--- config.mk ---
export PLATFORM = sky130hd
export DESIGN_NAME = dual_dispatch
export DESIGN_NICKNAME = d
export VERILOG_FILES = /design/src/rtl/disp_pkg.sv /design/src/rtl/disp_scoreboard.sv /design/src/rtl/disp_slot_chk.sv /design/src/rtl/disp_pair_chk.sv /design/src/rtl/dual_dispatch.sv
export SDC_FILE = /design/constraint.sdc
export NUM_CORES = 1
export LEC_CHECK = 0
export ABC_AREA = 1
export BUFFER_PORTS_ARGS = -buffer_cell sky130_fd_sc_hd__buf_4
export CAP_MARGIN = 20
export CORE_ASPECT_RATIO = 2
export CORE_MARGIN = 4
export CORE_UTILIZATION = 35
export DETAILED_ROUTE_END_ITERATION = 7
export PLACE_DENSITY_LB_ADDON = 0.25
export SLEW_MARGIN = 20
export SYNTH_ARGS = -nofsm -noshare
export SYNTH_HDL_FRONTEND = slang
export SYNTH_HIERARCHICAL = 1
export SYNTH_SLANG_ARGS = --single-unit
export TNS_END_PERCENT = 20
--- constraint.sdc ---
create_clock -name clk -period 2.13 [get_ports clk]
set_input_delay 0.3195 -clock clk [delete_from_list [all_inputs] [get_ports clk]]
set_output_delay 0.3195 -clock clk [all_outputs]
set_load 0.05 [all_outputs]
--- src/rtl/disp_pkg.sv ---
// Shared class codes and pipe mapping for the dual-issue dispatcher.
// Assumes the class code is two bits wide.
package disp_pkg;
    typedef enum logic [1:0] {
        CLS_ALU      = 2'd0,
        CLS_MEM      = 2'd1,
        CLS_FP_ARITH = 2'd2,
        CLS_FP_CONV  = 2'd3
    } instr_cls_e;

    localparam int CLS_W = 2;

    // True when the class is bound for the floating-point compute pipe.
    function automatic logic goes_fp_pipe(input logic [CLS_W-1:0] cls);
        return (cls == CLS_FP_ARITH) || (cls == CLS_FP_CONV);
    endfunction
endpackage

--- src/rtl/disp_scoreboard.sv ---
// Pending-write scoreboard: one bit per floating-point register.
// Assumes at most SET_N marks and one clear per cycle; a mark wins over
// a clear of the same register in the same cycle.
module disp_scoreboard #(
    parameter int REG_W = 5,
    parameter int SET_N = 2
) (
    input  logic                    clk,
    input  logic                    rst_n,
    input  logic [SET_N-1:0]        set_en,
    input  logic [SET_N*REG_W-1:0]  set_reg,
    input  logic                    clr_en,
    input  logic [REG_W-1:0]        clr_reg,
    output logic [(1<<REG_W)-1:0]   pending
);
    localparam int NREG = 1 << REG_W;

    logic [NREG-1:0] set_mask;
    logic [NREG-1:0] clr_mask;

    // Decode the mark and clear requests into register masks.
    always_comb begin
        set_mask = '0;
        clr_mask = '0;
        for (int r = 0; r < NREG; r++) begin
            for (int s = 0; s < SET_N; s++) begin
                if (set_en[s] && set_reg[s*REG_W +: REG_W] == REG_W'(r))
                    set_mask[r] = 1'b1;
            end
            if (clr_en && clr_reg == REG_W'(r))
                clr_mask[r] = 1'b1;
        end
    end

    // Hold the pending bits; reset empties the board.
    always_ff @(posedge clk) begin
        if (!rst_n)
            pending <= '0;
        else
            pending <= (pending & ~clr_mask) | set_mask;
    end


    mark_chk: assert property (@(posedge clk) disable iff (!rst_n)
        set_en[0] |=> pending[$past(set_reg[REG_W-1:0])]);


    clear_chk: assert property (@(posedge clk) disable iff (!rst_n)
        clr_en && !(set_en[0] && set_reg[REG_W-1:0] == clr_reg)
               && !(set_en[SET_N-1] && set_reg[(SET_N-1)*REG_W +: REG_W] == clr_reg)
        |=> !pending[$past(clr_reg)]);


    hold_chk: assert property (@(posedge clk) disable iff (!rst_n)
        (set_en == '0) && !clr_en |=> $stable(pending));
endmodule

--- src/rtl/disp_slot_chk.sv ---
// Per-slot scoreboard lookup: flags a slot whose floating-point sources or
// floating-point destination are still pending. Purely combinational.
module disp_slot_chk #(
    parameter int REG_W = 5,
    parameter int SRC_N = 2
) (
    input  logic [(1<<REG_W)-1:0]   pending,
    input  logic                    wr_en,
    input  logic                    wr_fp,
    input  logic [REG_W-1:0]        wr_reg,
    input  logic [SRC_N-1:0]        rd_en,
    input  logic [SRC_N-1:0]        rd_fp,
    input  logic [SRC_N*REG_W-1:0]  rd_reg,
    output logic                    sb_hit
);
    logic [SRC_N-1:0] src_hit;

    // One lookup per source operand.
    for (genvar g = 0; g < SRC_N; g++) begin : g_src
        assign src_hit[g] = rd_en[g] && rd_fp[g] && pending[rd_reg[g*REG_W +: REG_W]];
    end

    // Combine source and destination hits.
    assign sb_hit = (|src_hit) || (wr_en && wr_fp && pending[wr_reg]);
endmodule

--- src/rtl/disp_pair_chk.sv ---
// Same-pair dependency check: flags a young slot that reads or rewrites the
// register the old slot writes. Integer register 0 is hardwired and never
// creates a dependency.
module disp_pair_chk #(
    parameter int REG_W = 5,
    parameter int SRC_N = 2
) (
    input  logic                    old_wr_en,
    input  logic                    old_wr_fp,
    input  logic [REG_W-1:0]        old_wr_reg,
    input  logic                    yng_wr_en,
    input  logic                    yng_wr_fp,
    input  logic [REG_W-1:0]        yng_wr_reg,
    input  logic [SRC_N-1:0]        yng_rd_en,
    input  logic [SRC_N-1:0]        yng_rd_fp,
    input  logic [SRC_N*REG_W-1:0]  yng_rd_reg,
    output logic                    raw_dep,
    output logic                    waw_dep
);
    // Same file, same index, and not the hardwired zero register.
    function automatic logic same_reg(input logic fa, input logic [REG_W-1:0] ra,
                                      input logic fb, input logic [REG_W-1:0] rb);
        return (fa == fb) && (ra == rb) && (fa || ra != '0);
    endfunction

    logic [SRC_N-1:0] src_dep;

    // Compare each young source against the old destination.
    for (genvar g = 0; g < SRC_N; g++) begin : g_src
        assign src_dep[g] = yng_rd_en[g] &&
            same_reg(old_wr_fp, old_wr_reg, yng_rd_fp[g], yng_rd_reg[g*REG_W +: REG_W]);
    end

    // Read-after-write and write-after-write within the pair.
    assign raw_dep = old_wr_en && (|src_dep);
    assign waw_dep = old_wr_en && yng_wr_en &&
                     same_reg(old_wr_fp, old_wr_reg, yng_wr_fp, yng_wr_reg);
endmodule

--- src/rtl/dual_dispatch.sv ---
// Asymmetric dual-issue dispatcher. Grants the old slot when it is valid,
// not stalled and clear of the scoreboard; grants the young slot only
// alongside the old one, on the other pipe, and free of hazards.
// Assumes slot fields are stable before the clock edge.
module dual_dispatch
    import disp_pkg::*;
#(
    parameter int REG_W = 5,
    parameter int SRC_N = 2
) (
    input  logic                    clk,
    input  logic                    rst_n,
    input  logic                    stall,
    input  logic                    s0_valid,
    input  logic [1:0]              s0_cls,
    input  logic                    s0_wr_en,
    input  logic                    s0_wr_fp,
    input  logic [REG_W-1:0]        s0_wr_reg,
    input  logic [SRC_N-1:0]        s0_rd_en,
    input  logic [SRC_N-1:0]        s0_rd_fp,
    input  logic [SRC_N*REG_W-1:0]  s0_rd_reg,
    input  logic                    s1_valid,
    input  logic [1:0]              s1_cls,
    input  logic                    s1_wr_en,
    input  logic                    s1_wr_fp,
    input  logic [REG_W-1:0]        s1_wr_reg,
    input  logic [SRC_N-1:0]        s1_rd_en,
    input  logic [SRC_N-1:0]        s1_rd_fp,
    input  logic [SRC_N*REG_W-1:0]  s1_rd_reg,
    input  logic                    wb_valid,
    input  logic [REG_W-1:0]        wb_reg,
    output logic                    issue_old,
    output logic                    issue_young,
    output logic                    int_go,
    output logic                    fp_go,
    output logic [1:0]              consumed
);
    localparam int NREG   = 1 << REG_W;
    localparam int SLOT_N = 2;

    logic [NREG-1:0]          pending;
    logic [SLOT_N-1:0]        sb_hit;
    logic [SLOT_N-1:0]        wr_en_v, wr_fp_v;
    logic [SLOT_N*REG_W-1:0]  wr_reg_v;
    logic [SRC_N-1:0]         rd_en_a  [SLOT_N];
    logic [SRC_N-1:0]         rd_fp_a  [SLOT_N];
    logic [SRC_N*REG_W-1:0]   rd_reg_a [SLOT_N];
    logic                     raw_dep, waw_dep;
    logic                     fp0, fp1;
    logic [SLOT_N-1:0]        mark_en;

    // Gather slot fields into arrays for the per-slot checks.
    assign wr_en_v  = {s1_wr_en, s0_wr_en};
    assign wr_fp_v  = {s1_wr_fp, s0_wr_fp};
    assign wr_reg_v = {s1_wr_reg, s0_wr_reg};
    assign rd_en_a[0] = s0_rd_en;   assign rd_en_a[1] = s1_rd_en;
    assign rd_fp_a[0] = s0_rd_fp;   assign rd_fp_a[1] = s1_rd_fp;
    assign rd_reg_a[0] = s0_rd_reg; assign rd_reg_a[1] = s1_rd_reg;

    // One scoreboard lookup per slot.
    for (genvar g = 0; g < SLOT_N; g++) begin : g_slot
        disp_slot_chk #(.REG_W(REG_W), .SRC_N(SRC_N)) u_chk (
            .pending (pending),
            .wr_en   (wr_en_v[g]),
            .wr_fp   (wr_fp_v[g]),
            .wr_reg  (wr_reg_v[g*REG_W +: REG_W]),
            .rd_en   (rd_en_a[g]),
            .rd_fp   (rd_fp_a[g]),
            .rd_reg  (rd_reg_a[g]),
            .sb_hit  (sb_hit[g])
        );
    end

    // Dependencies between the two slots of the pair.
    disp_pair_chk #(.REG_W(REG_W), .SRC_N(SRC_N)) u_pair (
        .old_wr_en  (s0_wr_en),
        .old_wr_fp  (s0_wr_fp),
        .old_wr_reg (s0_wr_reg),
        .yng_wr_en  (s1_wr_en),
        .yng_wr_fp  (s1_wr_fp),
        .yng_wr_reg (s1_wr_reg),
        .yng_rd_en  (s1_rd_en),
        .yng_rd_fp  (s1_rd_fp),
        .yng_rd_reg (s1_rd_reg),
        .raw_dep    (raw_dep),
        .waw_dep    (waw_dep)
    );

    // Pipe selection and in-order grant decision.
    assign fp0 = goes_fp_pipe(s0_cls);
    assign fp1 = goes_fp_pipe(s1_cls);
    assign issue_old   = s0_valid && !stall && !sb_hit[0];
    assign issue_young = issue_old && s1_valid && (fp0 != fp1) &&
                         !sb_hit[1] && !raw_dep && !waw_dep;
    assign int_go   = (issue_old && !fp0) || (issue_young && !fp1);
    assign fp_go    = (issue_old && fp0) || (issue_young && fp1);
    assign consumed = {1'b0, issue_old} + {1'b0, issue_young};

    // Issued floating-point destinations become pending.
    assign mark_en = {issue_young && s1_wr_en && s1_wr_fp,
                      issue_old && s0_wr_en && s0_wr_fp};

    disp_scoreboard #(.REG_W(REG_W), .SET_N(SLOT_N)) u_sb (
        .clk     (clk),
        .rst_n   (rst_n),
        .set_en  (mark_en),
        .set_reg (wr_reg_v),
        .clr_en  (wb_valid),
        .clr_reg (wb_reg),
        .pending (pending)
    );


    one_per_pipe_chk: assert property (@(posedge clk) disable iff (!rst_n)
        !(int_go && fp_go) || consumed == 2'd2);


    in_order_chk: assert property (@(posedge clk) disable iff (!rst_n)
        issue_young |-> issue_old);


    pair_raw_chk: assert property (@(posedge clk) disable iff (!rst_n)
        issue_young |-> !raw_dep);


    sb_read_chk: assert property (@(posedge clk) disable iff (!rst_n)
        issue_old && s0_rd_en[0] && s0_rd_fp[0] |-> !pending[s0_rd_reg[REG_W-1:0]]);


    stall_chk: assert property (@(posedge clk) disable iff (!rst_n)
        stall |-> consumed == 2'd0 && !int_go && !fp_go);
endmodule

* Word-level counts from Yosys, hierarchy flattened
Index checks and enable logic that the tools add are counted.
** Storage, ports and cells
- Word-level logic and storage cells :: 378
- Register bits :: 32
- Input bits :: 57
** Cells by class
- $lt $le $gt $ge :: 6
- Add/sub/neg operators :: 1
- Eq/ne operators :: 104
- Reductions and logical operators :: 155
- Mux-type cells :: 108
- Bitwise operators :: 3
** Operators by type and width (count)
- $eq 5x5->1 const B :: 48
- $logic_and 1x1->1 :: 134
- $eq 5x4->1 const B :: 24
- $mux 1 :: 102
- $eq 5x3->1 const B :: 12
- $lt 5x6->1 const B :: 6
- $and 32x32->32 :: 1
- $not 32->32 :: 1
- $or 32x32->32 :: 1
- $bmux 1 s5 :: 6
- $eq 5x2->1 const B :: 6
- $eq 5x1->1 const B :: 3
- $eq 5x5->1 :: 3
- $logic_not 5->1 :: 3
- $eq 2x2->1 const B :: 4
- $logic_not 1->1 :: 7
- $logic_or 1x1->1 :: 7
- $reduce_or 2->1 :: 3
- $reduce_bool 5->1 :: 1
- $eq 1x1->1 :: 3
- $add 1x1->2 :: 1
- $ne 1x1->1 :: 1

* Longest topological paths before layout
Gate-level depths: netlist of the first run.
- Depth in word-level cells :: 17
- Mapped depth :: 23
- Mapped depth without buffers :: 20

* Modules after synthesis
The synthesis of the first run kept the hierarchy.
** By module, submodules not included
- disp_slot_chk :: sequential area each 0.0 sq um, area each 1081.0 sq um, instances 2, cells each 233
- disp_scoreboard :: sequential area each 640.6 sq um, area each 1975.6 sq um, instances 1, cells each 326
- disp_pair_chk :: sequential area each 0.0 sq um, area each 336.6 sq um, instances 1, cells each 78
- dual_dispatch :: sequential area each 0.0 sq um, area each 165.2 sq um, instances 1, cells each 36

* Worst setup path before layout of the first run
OpenSTA, ideal clock, no wires.
- Path type :: input-to-output
- From :: input port s0_rd_reg[5]
- To :: output port consumed[1]
- Path slack :: -0.324 ns
- Data required time :: 1.811 ns
- Buffers on the path :: 2
- Stages on the path :: 14
- Arrival time :: 2.135 ns
- Cells stage by stage :: buf_6 > buf_4 > nand2_1 > nand3_1 > nand3_1 > nand2_1 > nand2_1 > nand3_1 > nand3_1 > nand3_1 > nor2_4 > nand3_2 > inv_1 > ha_1
** Between the ends
- Word-level cells in the longest chain between the ends :: 13
** RTL lines
- from (decl) :: line dual_dispatch.sv:21 : input logic [SRC_N*REG_W-1:0] s0_rd_reg,
- $bmux 1 s5 * :: line disp_slot_chk.sv:20 : assign src_hit[g] = rd_en[g] && rd_fp[g] && pending[rd_reg[g*REG_W +: REG_W]];
- $mux 1 (not written as such) * :: line disp_slot_chk.sv:20
- $logic_and 1x1->1 * :: line disp_slot_chk.sv:20
- $reduce_or 2->1 * :: line disp_slot_chk.sv:24 : assign sb_hit = (|src_hit) || (wr_en && wr_fp && pending[wr_reg]);
- $logic_or 1x1->1 * :: line disp_slot_chk.sv:24
- via sb_hit[0] :: line dual_dispatch.sv:42 : logic [SLOT_N-1:0] sb_hit;
- $logic_not 1->1 * :: line dual_dispatch.sv:92 : assign issue_old = s0_valid && !stall && !sb_hit[0];
- $logic_and 1x1->1 * :: line dual_dispatch.sv:92
- via issue_old :: line dual_dispatch.sv:32 : output logic issue_old,
- $logic_and 1x1->1 (3 in series) :: line dual_dispatch.sv:93 : assign issue_young = issue_old && s1_valid && (fp0 != fp1) &&
- $logic_and 1x1->1 (2 in series) :: line dual_dispatch.sv:94 : !sb_hit[1] && !raw_dep && !waw_dep;
- $add 1x1->2 * :: line dual_dispatch.sv:97 : assign consumed = {1'b0, issue_old} + {1'b0, issue_young};
- to (decl) :: line dual_dispatch.sv:36 : output logic [1:0] consumed
The timed path passes the listed nets; every way through them passes the cells marked *. The select of a mux whose other input is x is not followed.

* Worst setup path in the final report of the first run
- From :: register u_sb.pending[9]
- To :: output port consumed[0]
** Between the ends
- Elaborated cells on any way between the ends :: 31
- Those cells by class :: add/sub: 1; mux: 12; reduce/logical: 18
** RTL lines
- from (decl) :: line disp_scoreboard.sv:14 : output logic [(1<<REG_W)-1:0] pending
- from (signal assigned) :: line disp_scoreboard.sv:40 : pending <= (pending & ~clr_mask) | set_mask;
- $bmux 1 s5 :: line disp_slot_chk.sv:20
- $mux 1 (not written as such) :: line disp_slot_chk.sv:20
- $logic_and 1x1->1 :: line disp_slot_chk.sv:20
- $reduce_or 2->1 :: line disp_slot_chk.sv:24
- $logic_or 1x1->1 * :: line disp_slot_chk.sv:24
- via sb_hit[1] :: line dual_dispatch.sv:42
- $logic_not 1->1 * :: line dual_dispatch.sv:94
- $logic_and 1x1->1 * :: line dual_dispatch.sv:93
- $logic_and 1x1->1 * (2 in series) :: line dual_dispatch.sv:94
- $add 1x1->2 * :: line dual_dispatch.sv:97
Marks and branches as above.

==> results of run 1 <==
power groups by stage:
stage               clock network (W)  registers, W  logic, W
finish                       0.000803      0.000571  0.000702
global route                 0.000836      0.000570  0.000768
CTS                          0.000818      0.000577  0.000677
detailed placement                  0      0.000618  0.000651
global placement                    0      0.000618  0.000651
floorplan                           0      0.000615  0.000398
layer usage:
| metal | wire length, um | share of wire, % | vias up |
|---|---|---|---|
| met3 | 1149 | 6.1 | 106 |
| met4 | 1515 | 8.0 | 0 |
| met2 | 9501 | 50 | 280 |
| met5 | 0 | 0 | - |
| met1 | 6712 | 36 | 2759 |
| li1 | - | - | 3068 |
kinds of logic after synthesis:
| logic type | share of synthesized area [%] |
|---|---|
| compound gates | 7.066 |
| simple gates | 62.24 |
| xor+xnor | 0.7553 |
| fa+ha+maj | 0.2696 |
| flops | 13.81 |
| buf+inv | 15.86 |
Yosys cell counts, types with 3 or more instances:
library cell,number,area share (%)
nand3_1,214,23
xnor2_1,3,0.57
clkbuf_1,4,0.32
o21ai_1,3,0.32
a21oi_1,28,3.0
o21ai_0,17,1.8
buf_4,8,1.3
nand2_1,375,30
nor2_4,6,1.5
inv_2,20,1.6
buf_2,4,0.43
nand2_2,5,0.67
buf_6,16,3.9
a21boi_0,5,0.81
inv_6,4,0.76
nand3_2,5,1.1
nand3b_1,3,0.49
inv_1,89,7.2
a21oi_2,5,0.94
nor2_2,12,1.6
nor2_1,40,3.2
dfxtp_1,32,14
path summary, 6_finish.rpt:
| path | start | to | slack (ps) | depth (start not counted) |
|---|---|---|---|---|
| worst max register to register | u_sb/pending[9]$_SDFF_PN0_ | u_sb/pending[2]$_SDFF_PN0_ | -280 | 21 |
| worst min-delay path | wb_reg[4] | u_sb/pending[5]$_SDFF_PN0_ | 440 | 5 |
| worst max-delay path | u_sb/pending[9]$_SDFF_PN0_ | consumed[0] | -280 | 15 |
| worst min register to register | u_sb/pending[17]$_SDFF_PN0_ | u_sb/pending[17]$_SDFF_PN0_ | 570 | 2 |
worst max-delay path, stage by stage, from the launching register on:
cell	delay, ps
dfxtp_4	390
nand2_1	90
nand3_2	70
nand3_2	70
nand2_2	50
a21oi_2	120
nand2_1	70
nand3_2	90
nand3_2	90
inv_2	70
nand2_2	50
nor2_2	110
nand3_2	90
inv_1	100
ha_4	200
buf_8	140
final cells by class:
cell class / count / area [sq um] / area share [%]
multi-input cells: 726 / 3492 / 57.25
repair buffers: 115 / 1020 / 16.72
flip-flops and latches: 32 / 750.7 / 12.31
inverters: 116 / 467.9 / 7.672
well taps: 152 / 190.2 / 3.118
clock buffers: 6 / 128.9 / 2.113
clock inverters: 2 / 35.03 / 0.5744
repair inverters: 2 / 15.01 / 0.2462
what timing repair did:
action,4_1_cts,5_1_grt
pin swaps,25,27
cloned,2,1
setup buffers,2,1
endpoints found under the setup margin,38,38
gates resized for setup,97,45
hold buffers,0,0
metrics by stage:
step | setup WS, ps | utilization [%] | instance area (sq um) | hold WS, ps | power (W)
CTS | -310.0 | 45.53 | 5916 | 442.6 | 0.002072
detailed placement | -395.0 | 42.14 | 5475 | 647.2 | 0.001269
global placement | -407.5 | 42.14 | 5475 | 640.2 | 0.001269
floorplan | -189.7 | - | 4679 | 501.1 | 0.001013
global route | -469.3 | 46.95 | 6100 | 466.2 | 0.002174
finish | -281.6 | 46.95 | 6100 | 437.3 | 0.002077
==> key figures, run 1 <==
Clocking
  • Inserted Clock Buffers: 5
  • H-Tree Depth: 2
  • Worst skew pair latency: ~280 ps
  • Root Driver: clkbuf_16
  • Max Root-Sink Buffers: 2
  • Clock Sinks: 32
  • Clk pin slew, worst setup/hold paths: 50 ps
  • CTS tree: built

Timing
  • Final Skew: 3.460 ps
  • Slew @ Worst Pin: 549.4 ps
  • Final worst path period share: 113.2%
  • Final Hold Violating Endpoints: 0
  • Max-slew headroom: 63.24%
  • Final slew viol count: 0
  • Max Freq: 414.7 MHz
  • Setup TNS: -8335 ps
  • Period minus WS final: 2412 ps
  • Fin worst setup slack: -281.6 ps
  • RSZ-0062 raised after global routing: yes
  • Final setup viols: 37

Global routing
  • Total track usage: 24.71%
  • Largest net degree at the start of global routing: 33
  • Gr busiest metal: met2
  • Initial antenna violation count: 0
  • Vias in the first global route: approximately 5700
  • Global routing usage on met3: 1.976%
  • Met2 GRT Util: 42.69%
  • Global-route wire length before repair: roughly 30 mm
  • Overflow after GRT: 0
  • Met1 usage: 27.52%

Setup path
  • CP Data Required Time: 1810 ps
  • Worst Setup End Kind: primary output
  • CP Max Fanout: 7
  • Crit Path Category: reg2out
  • CP startpoint kind: flop
  • Crit path DAT: 2090 ps

Synthesis
  • Number of flops mapped to enable cells by yosys: 0
  • Synth Net Count: 964
  • Synth Instances: 906
  • Ys async rst share: 0%
  • Syn. warnings: 6
  • Synthesized area per cell: 5.121 sq um
  • Register bit total from synthesis: 32
  • Yosys cell types: 28
  • Seq/Total Area, Yosys: 13.81%
  • Netlist Area Pre-Place: about 4600 sq um
  • Predominant post-synthesis flop cell: dfxtp_1

Floorplanning
  • Die Y: 170.8 um
  • Core ar.: 12990 sq um
  • Cell Rows: 59
  • I/O pin count: 63
  • Effective utilization at floorplan: 35.71%
  • Die width: 89.41 um
  • Die area: approximately 15000 sq um

Routing
  • Final wirelength: approximately 19 mm
  • DRC Markers: 0
  • Via count: 6213
  • Iter 0 DRT Violations: 587
  • Wire per inst: 16.40 um
  • Drt via density: 5.398
  • TritonRoute pass-1 iters: 5
  • ANT nets after route: 0

Cells and area
  • # nets final: about 1100
  • Most frequent cells in the layout: nand2_1, nand3_1, buf_4
  • Ratio of cells with drive above 1 in the final layout: around 28%
  • N_diodes: 0
  • Layout Cells excl Fill: between 1000 and 1500
  • Top Registers: u_sb/pending x32
  • Top reg by flops: u_sb/pending
  • Commonest non-fill, non-tap cell in the layout: nand2_1
  • Max reg flops: 32
  • Fillcell total: about 1400
  • Area Overhead vs Synth: 31.47%

Placement
  • Hpwl dp: 14.07 mm
  • DP Cell Count: between 1000 and 1500
  • Port buffer count: 60
  • GPL Wtd Cong: 0.9907

Power and ir drop
  • Int Power: 0.001391 W
  • Power density cells: roughly 340 nW/um^2
  • Sequential Power Share: 27.5%
  • Clk pwr share: 38.7%
  • Leakage: 2.829 nW
  • Sw Share: approximately 33%
  • Worst vdd ir: 0.2959 mV
  • Combinational power share: 33.8%
  • NetSw: 0.0006860 W

Worst hold path
  • Min-delay worst type: in2reg

Run status
  • Outcome: finished, violations left
  • Failing checks: negative setup slack

Job
  • Max-Cap Viols: 0
Power figures use the tool's default switching activity.
==> run 2, diff against run 1 <==
--- a/config.mk
+++ b/config.mk
@@ -5,7 +5,6 @@
 export SDC_FILE = /design/constraint.sdc
 export NUM_CORES = 1
 export LEC_CHECK = 0
-export ABC_AREA = 1
 export BUFFER_PORTS_ARGS = -buffer_cell sky130_fd_sc_hd__buf_4
 export CAP_MARGIN = 20
 export CORE_ASPECT_RATIO = 2
==> key figures, run 2 <==
Worst hold path
  • Worst hold endpoint: u_sb/pending[30]$_SDFF_PN0_ (was u_sb/pending[5]$_SDFF_PN0_)
  • Min-delay worst type: in2reg (unchanged)
  • Hold_sp: rst_n (was wb_reg[4])
  • Hold path depth: 2 (was 5)

Setup path
  • R2R depth: 12 (was 21)
  • Worst r2r src: u_sb/pending[31]$_SDFF_PN0_ (was u_sb/pending[9]$_SDFF_PN0_)
  • Worst Setup End Kind: primary output (unchanged)
  • Crit Path Category: reg2out (unchanged)
  • Worst flop-to-flop path endpoint: u_sb/pending[7]$_SDFF_PN0_ (was u_sb/pending[2]$_SDFF_PN0_)
  • CP startpoint kind: flop (unchanged)
  • Crit path DAT: 3130 ps (was 2090 ps)
  • Flop2flop setup slack: -1290 ps (was -280 ps)
  • CP Max Fanout: 6 (was 7)
  • CP Data Required Time: 1810 ps (about the same)

Synthesis
  • Number of flops mapped to enable cells by yosys: 0 (unchanged)
  • Area leader, netlist: mux4_2 (was nand2_1)
  • Cell with the most instances after synthesis: mux4_2 (was nand2_1)
  • Synthesized area per cell: 11.52 sq um (was 5.121 sq um)
  • Predominant post-synthesis flop cell: dfxtp_1 (unchanged)
  • Syn. warnings: 6 (unchanged)
  • Synth Instances: 318 (was 906)
  • Netlist Area Pre-Place: 3662 sq um (was 4639 sq um)
  • Register bit total from synthesis: 32 (unchanged)
  • Top cells by area, synth: mux4_2, dfxtp_1, mux4_1, a22oi_1, mux2i_1 (was nand2_1, nand3_1, dfxtp_1, inv_1, buf_6)
  • Leading post-synthesis cells by instance count: mux4_2, a22oi_1, dfxtp_1, o21ai_0, mux2i_1 (was nand2_1, nand3_1, inv_1, nor2_1, dfxtp_1)
  • Synth Net Count: 376 (was 964)
  • Synth top area share: 27.06% (was 30.34%)
  • Seq/Total Area, Yosys: 17.49% (was 13.81%)
  • Ys async rst share: 0% (unchanged)
  • Yosys cell types: 45 (was 28)

Cells and area
  • Ratio of cells with drive above 1 in the final layout: 54.79% (was 27.63%)
  • Most frequent cells in the layout: buf_4, mux4_2, a21boi_1 (was nand2_1, nand3_1, buf_4)
  • Top reg by flops: u_sb/pending (unchanged)
  • Max reg flops: 32 (unchanged)
  • Final instance area: 5069 sq um (was 6100 sq um)
  • Commonest non-fill, non-tap cell in the layout: buf_4 (was nand2_1)
  • Fillcell total: 962 (was 1426)
  • Area Overhead vs Synth: 38.40% (was 31.47%)
  • # nets final: 495 (was 1056)
  • Core Util, Final: 49.94% (was 46.95%)
  • N_diodes: 0 (unchanged)
  • Top Registers: u_sb/pending x32 (unchanged)

Power and ir drop
  • Combinational power share: 26.5% (was 33.8%)
  • Final Power: 0.001996 W (was 0.002077 W)
  • Power density cells: 393.8 nW/um^2 (was 340.5 nW/um^2)
  • Sequential Power Share: 30.0% (was 27.5%)
  • NetSw: 0.0005245 W (was 0.0006860 W)
  • Worst vdd ir: 0.3960 mV (was 0.2959 mV)
  • Int Power: 0.001472 W (was 0.001391 W)
  • Clk pwr share: 43.5% (was 38.7%)
  • Sw Share: 26.27% (was 33.03%)
  • Leakage: 1.907 nW (was 2.829 nW)

Timing
  • Fin worst setup slack: -1319 ps (was -281.6 ps)
  • Final Skew: 5.402 ps (was 3.460 ps)
  • Max Freq: 290.0 MHz (was 414.7 MHz)
  • Final Hold Violating Endpoints: 0 (unchanged)
  • Period minus WS final: 3449 ps (was 2412 ps)
  • Final slew viol count: 0 (unchanged)
  • Final setup viols: 38 (was 37)
  • Setup TNS: -46760 ps (was -8335 ps)
  • Slew @ Worst Pin: 721.0 ps (was 549.4 ps)
  • Final worst path period share: 161.9% (was 113.2%)
  • RSZ-0062 raised after global routing: yes (unchanged)
  • Max-slew headroom: 51.59% (was 63.24%)

Clocking
  • Inserted Clock Buffers: 5 (unchanged)
  • Clk pin slew, worst setup/hold paths: 50 ps (about the same)
  • CTS tree: built (unchanged)
  • Clock Sinks: 32 (unchanged)
  • Root Driver: clkbuf_16 (unchanged)
  • Max Root-Sink Buffers: 2 (unchanged)
  • Worst skew pair latency: 280 ps (about the same)
  • H-Tree Depth: 2 (unchanged)

Floorplanning
  • Cell Rows: 52 (was 59)
  • Die area: 12260 sq um (was 15270 sq um)
  • Effective utilization at floorplan: 36.08% (was 35.71%)
  • Die width: 80.33 um (was 89.41 um)
  • Die Y: 152.7 um (was 170.8 um)
  • Core ar.: 10150 sq um (was 12990 sq um)
  • I/O pin count: 63 (unchanged)

Routing
  • Drt via density: 6.401 (was 5.398)
  • TritonRoute pass-1 iters: 6 (was 5)
  • ANT nets after route: 0 (unchanged)
  • Final wirelength: 14.16 mm (was 18.88 mm)
  • DRC Markers: 0 (unchanged)
  • Via count: 3668 (was 6213)
  • Wire per inst: 24.71 um (was 16.40 um)
  • Iter 0 DRT Violations: 226 (was 587)

Global routing
  • Vias in the first global route: 3880 (was 5699)
  • Largest net degree at the start of global routing: 33 (unchanged)
  • Total track usage: 23.43% (was 24.71%)
  • Overflow after GRT: 0 (unchanged)
  • Global-route wire length before repair: 21.37 mm (was 29.14 mm)
  • Initial antenna violation count: 0 (unchanged)

Placement
  • Port buffer count: 60 (unchanged)
  • GPL Wtd Cong: 0.9339 (was 0.9907)
  • Hpwl dp: 11.50 mm (was 14.07 mm)
  • DP Area: 4761 sq um (was 5475 sq um)
  • Pre-CTS setup slack: -1334 ps (was -395.0 ps)

Run status
  • Failing checks: negative setup slack (unchanged)
  • Outcome: finished, violations left (unchanged)

Job
  • Max-Cap Viols: 0 (unchanged)
## run 2: layout make-up
class	instances	area (sq um)	share of cell area, %
clock inverters	1	30.03	0.5924
flip-flops and latches	32	669.4	13.21
clock buffers	7	152.6	3.012
inverters	3	15.01	0.2962
well taps	135	168.9	3.333
repair buffers	134	1056	20.83
multi-input cells	261	2977	58.73
## run 2: power by group through the flow
| stage | clock network (W) | logic [W] | registers, W |
|---|---|---|---|
| floorplan | 0 | 0.000239 | 0.000615 |
| global placement | 0 | 0.000505 | 0.000616 |
| detailed placement | 0 | 0.000509 | 0.000617 |
| CTS | 0.000882 | 0.000522 | 0.000600 |
| global route | 0.000904 | 0.000558 | 0.000599 |
| finish | 0.000868 | 0.000529 | 0.000600 |
## run 2: timing repair
action,in CTS,in global routing
gates cloned,0,0
buffers inserted,2,1
endpoints found under the setup margin,38,38
gates resized for setup,39,14
hold buffers,0,0
pin swaps,8,9
## run 2: cells by family (layout without fill, tap and decap cells)
family | after synthesis | count (layout) | synth area share [%]
fa+ha+maj | 1 | 1 | 0.3416
compound gates | 106 | 106 | 20.36
xor+xnor | 19 | 19 | 4.544
simple gates | 59 | 59 | 13.50
mux | 76 | 76 | 40.25
buf+inv | 25 | 145 | 3.519
flops | 32 | 32 | 17.49
## run 2: worst max-delay path by stage
stage	to	cells past startpoint	start
5_1_grt	u_sb/pending[2]$_SDFF_PN0_	12	u_sb/pending[31]$_SDFF_PN0_
4_1_cts	consumed[0]	9	u_sb/pending[31]$_SDFF_PN0_
2_1_floorplan	u_sb/pending[0]$_SDFF_PN0_	12	s0_rd_reg[5]
6_report	consumed[0]	9	u_sb/pending[31]$_SDFF_PN0_
3_5_place_dp	consumed[0]	10	s1_rd_reg[5]
3_3_place_gp	consumed[0]	10	s1_rd_reg[5]
## run 2: layer usage
| layer | track usage (%) | wire (um) | up-vias |
|---|---|---|---|
| met1 | 21.97 | 4341 | 1820 |
| met3 | 2.663 | 663 | 67 |
| met4 | 15.31 | 1015 | 0 |
| li1 | - | - | 1590 |
| met2 | 44.98 | 8138 | 191 |
| met5 | 0 | 0 | - |
## run 2: through the flow
| stage | hold slack [ps] | instances |
|---|---|---|
| 4_1_cts | 438.7 | 572 |
| 5_1_grt | 460.6 | 573 |
| 2_1_floorplan | 472.6 | 318 |
| 3_5_place_dp | 526.7 | 562 |
| 3_3_place_gp | 527.7 | 562 |
| 6_report | 441.8 | 573 |
## run 2: worst max-delay path, cell delays in order, from the launching register on
cell,delay (ps)
dfxtp_4,370
mux4_2,480
mux4_2,490
o211ai_2,140
o21bai_4,140
o221ai_2,100
or4b_4,570
nor3_4,180
ha_4,230
buf_6,150
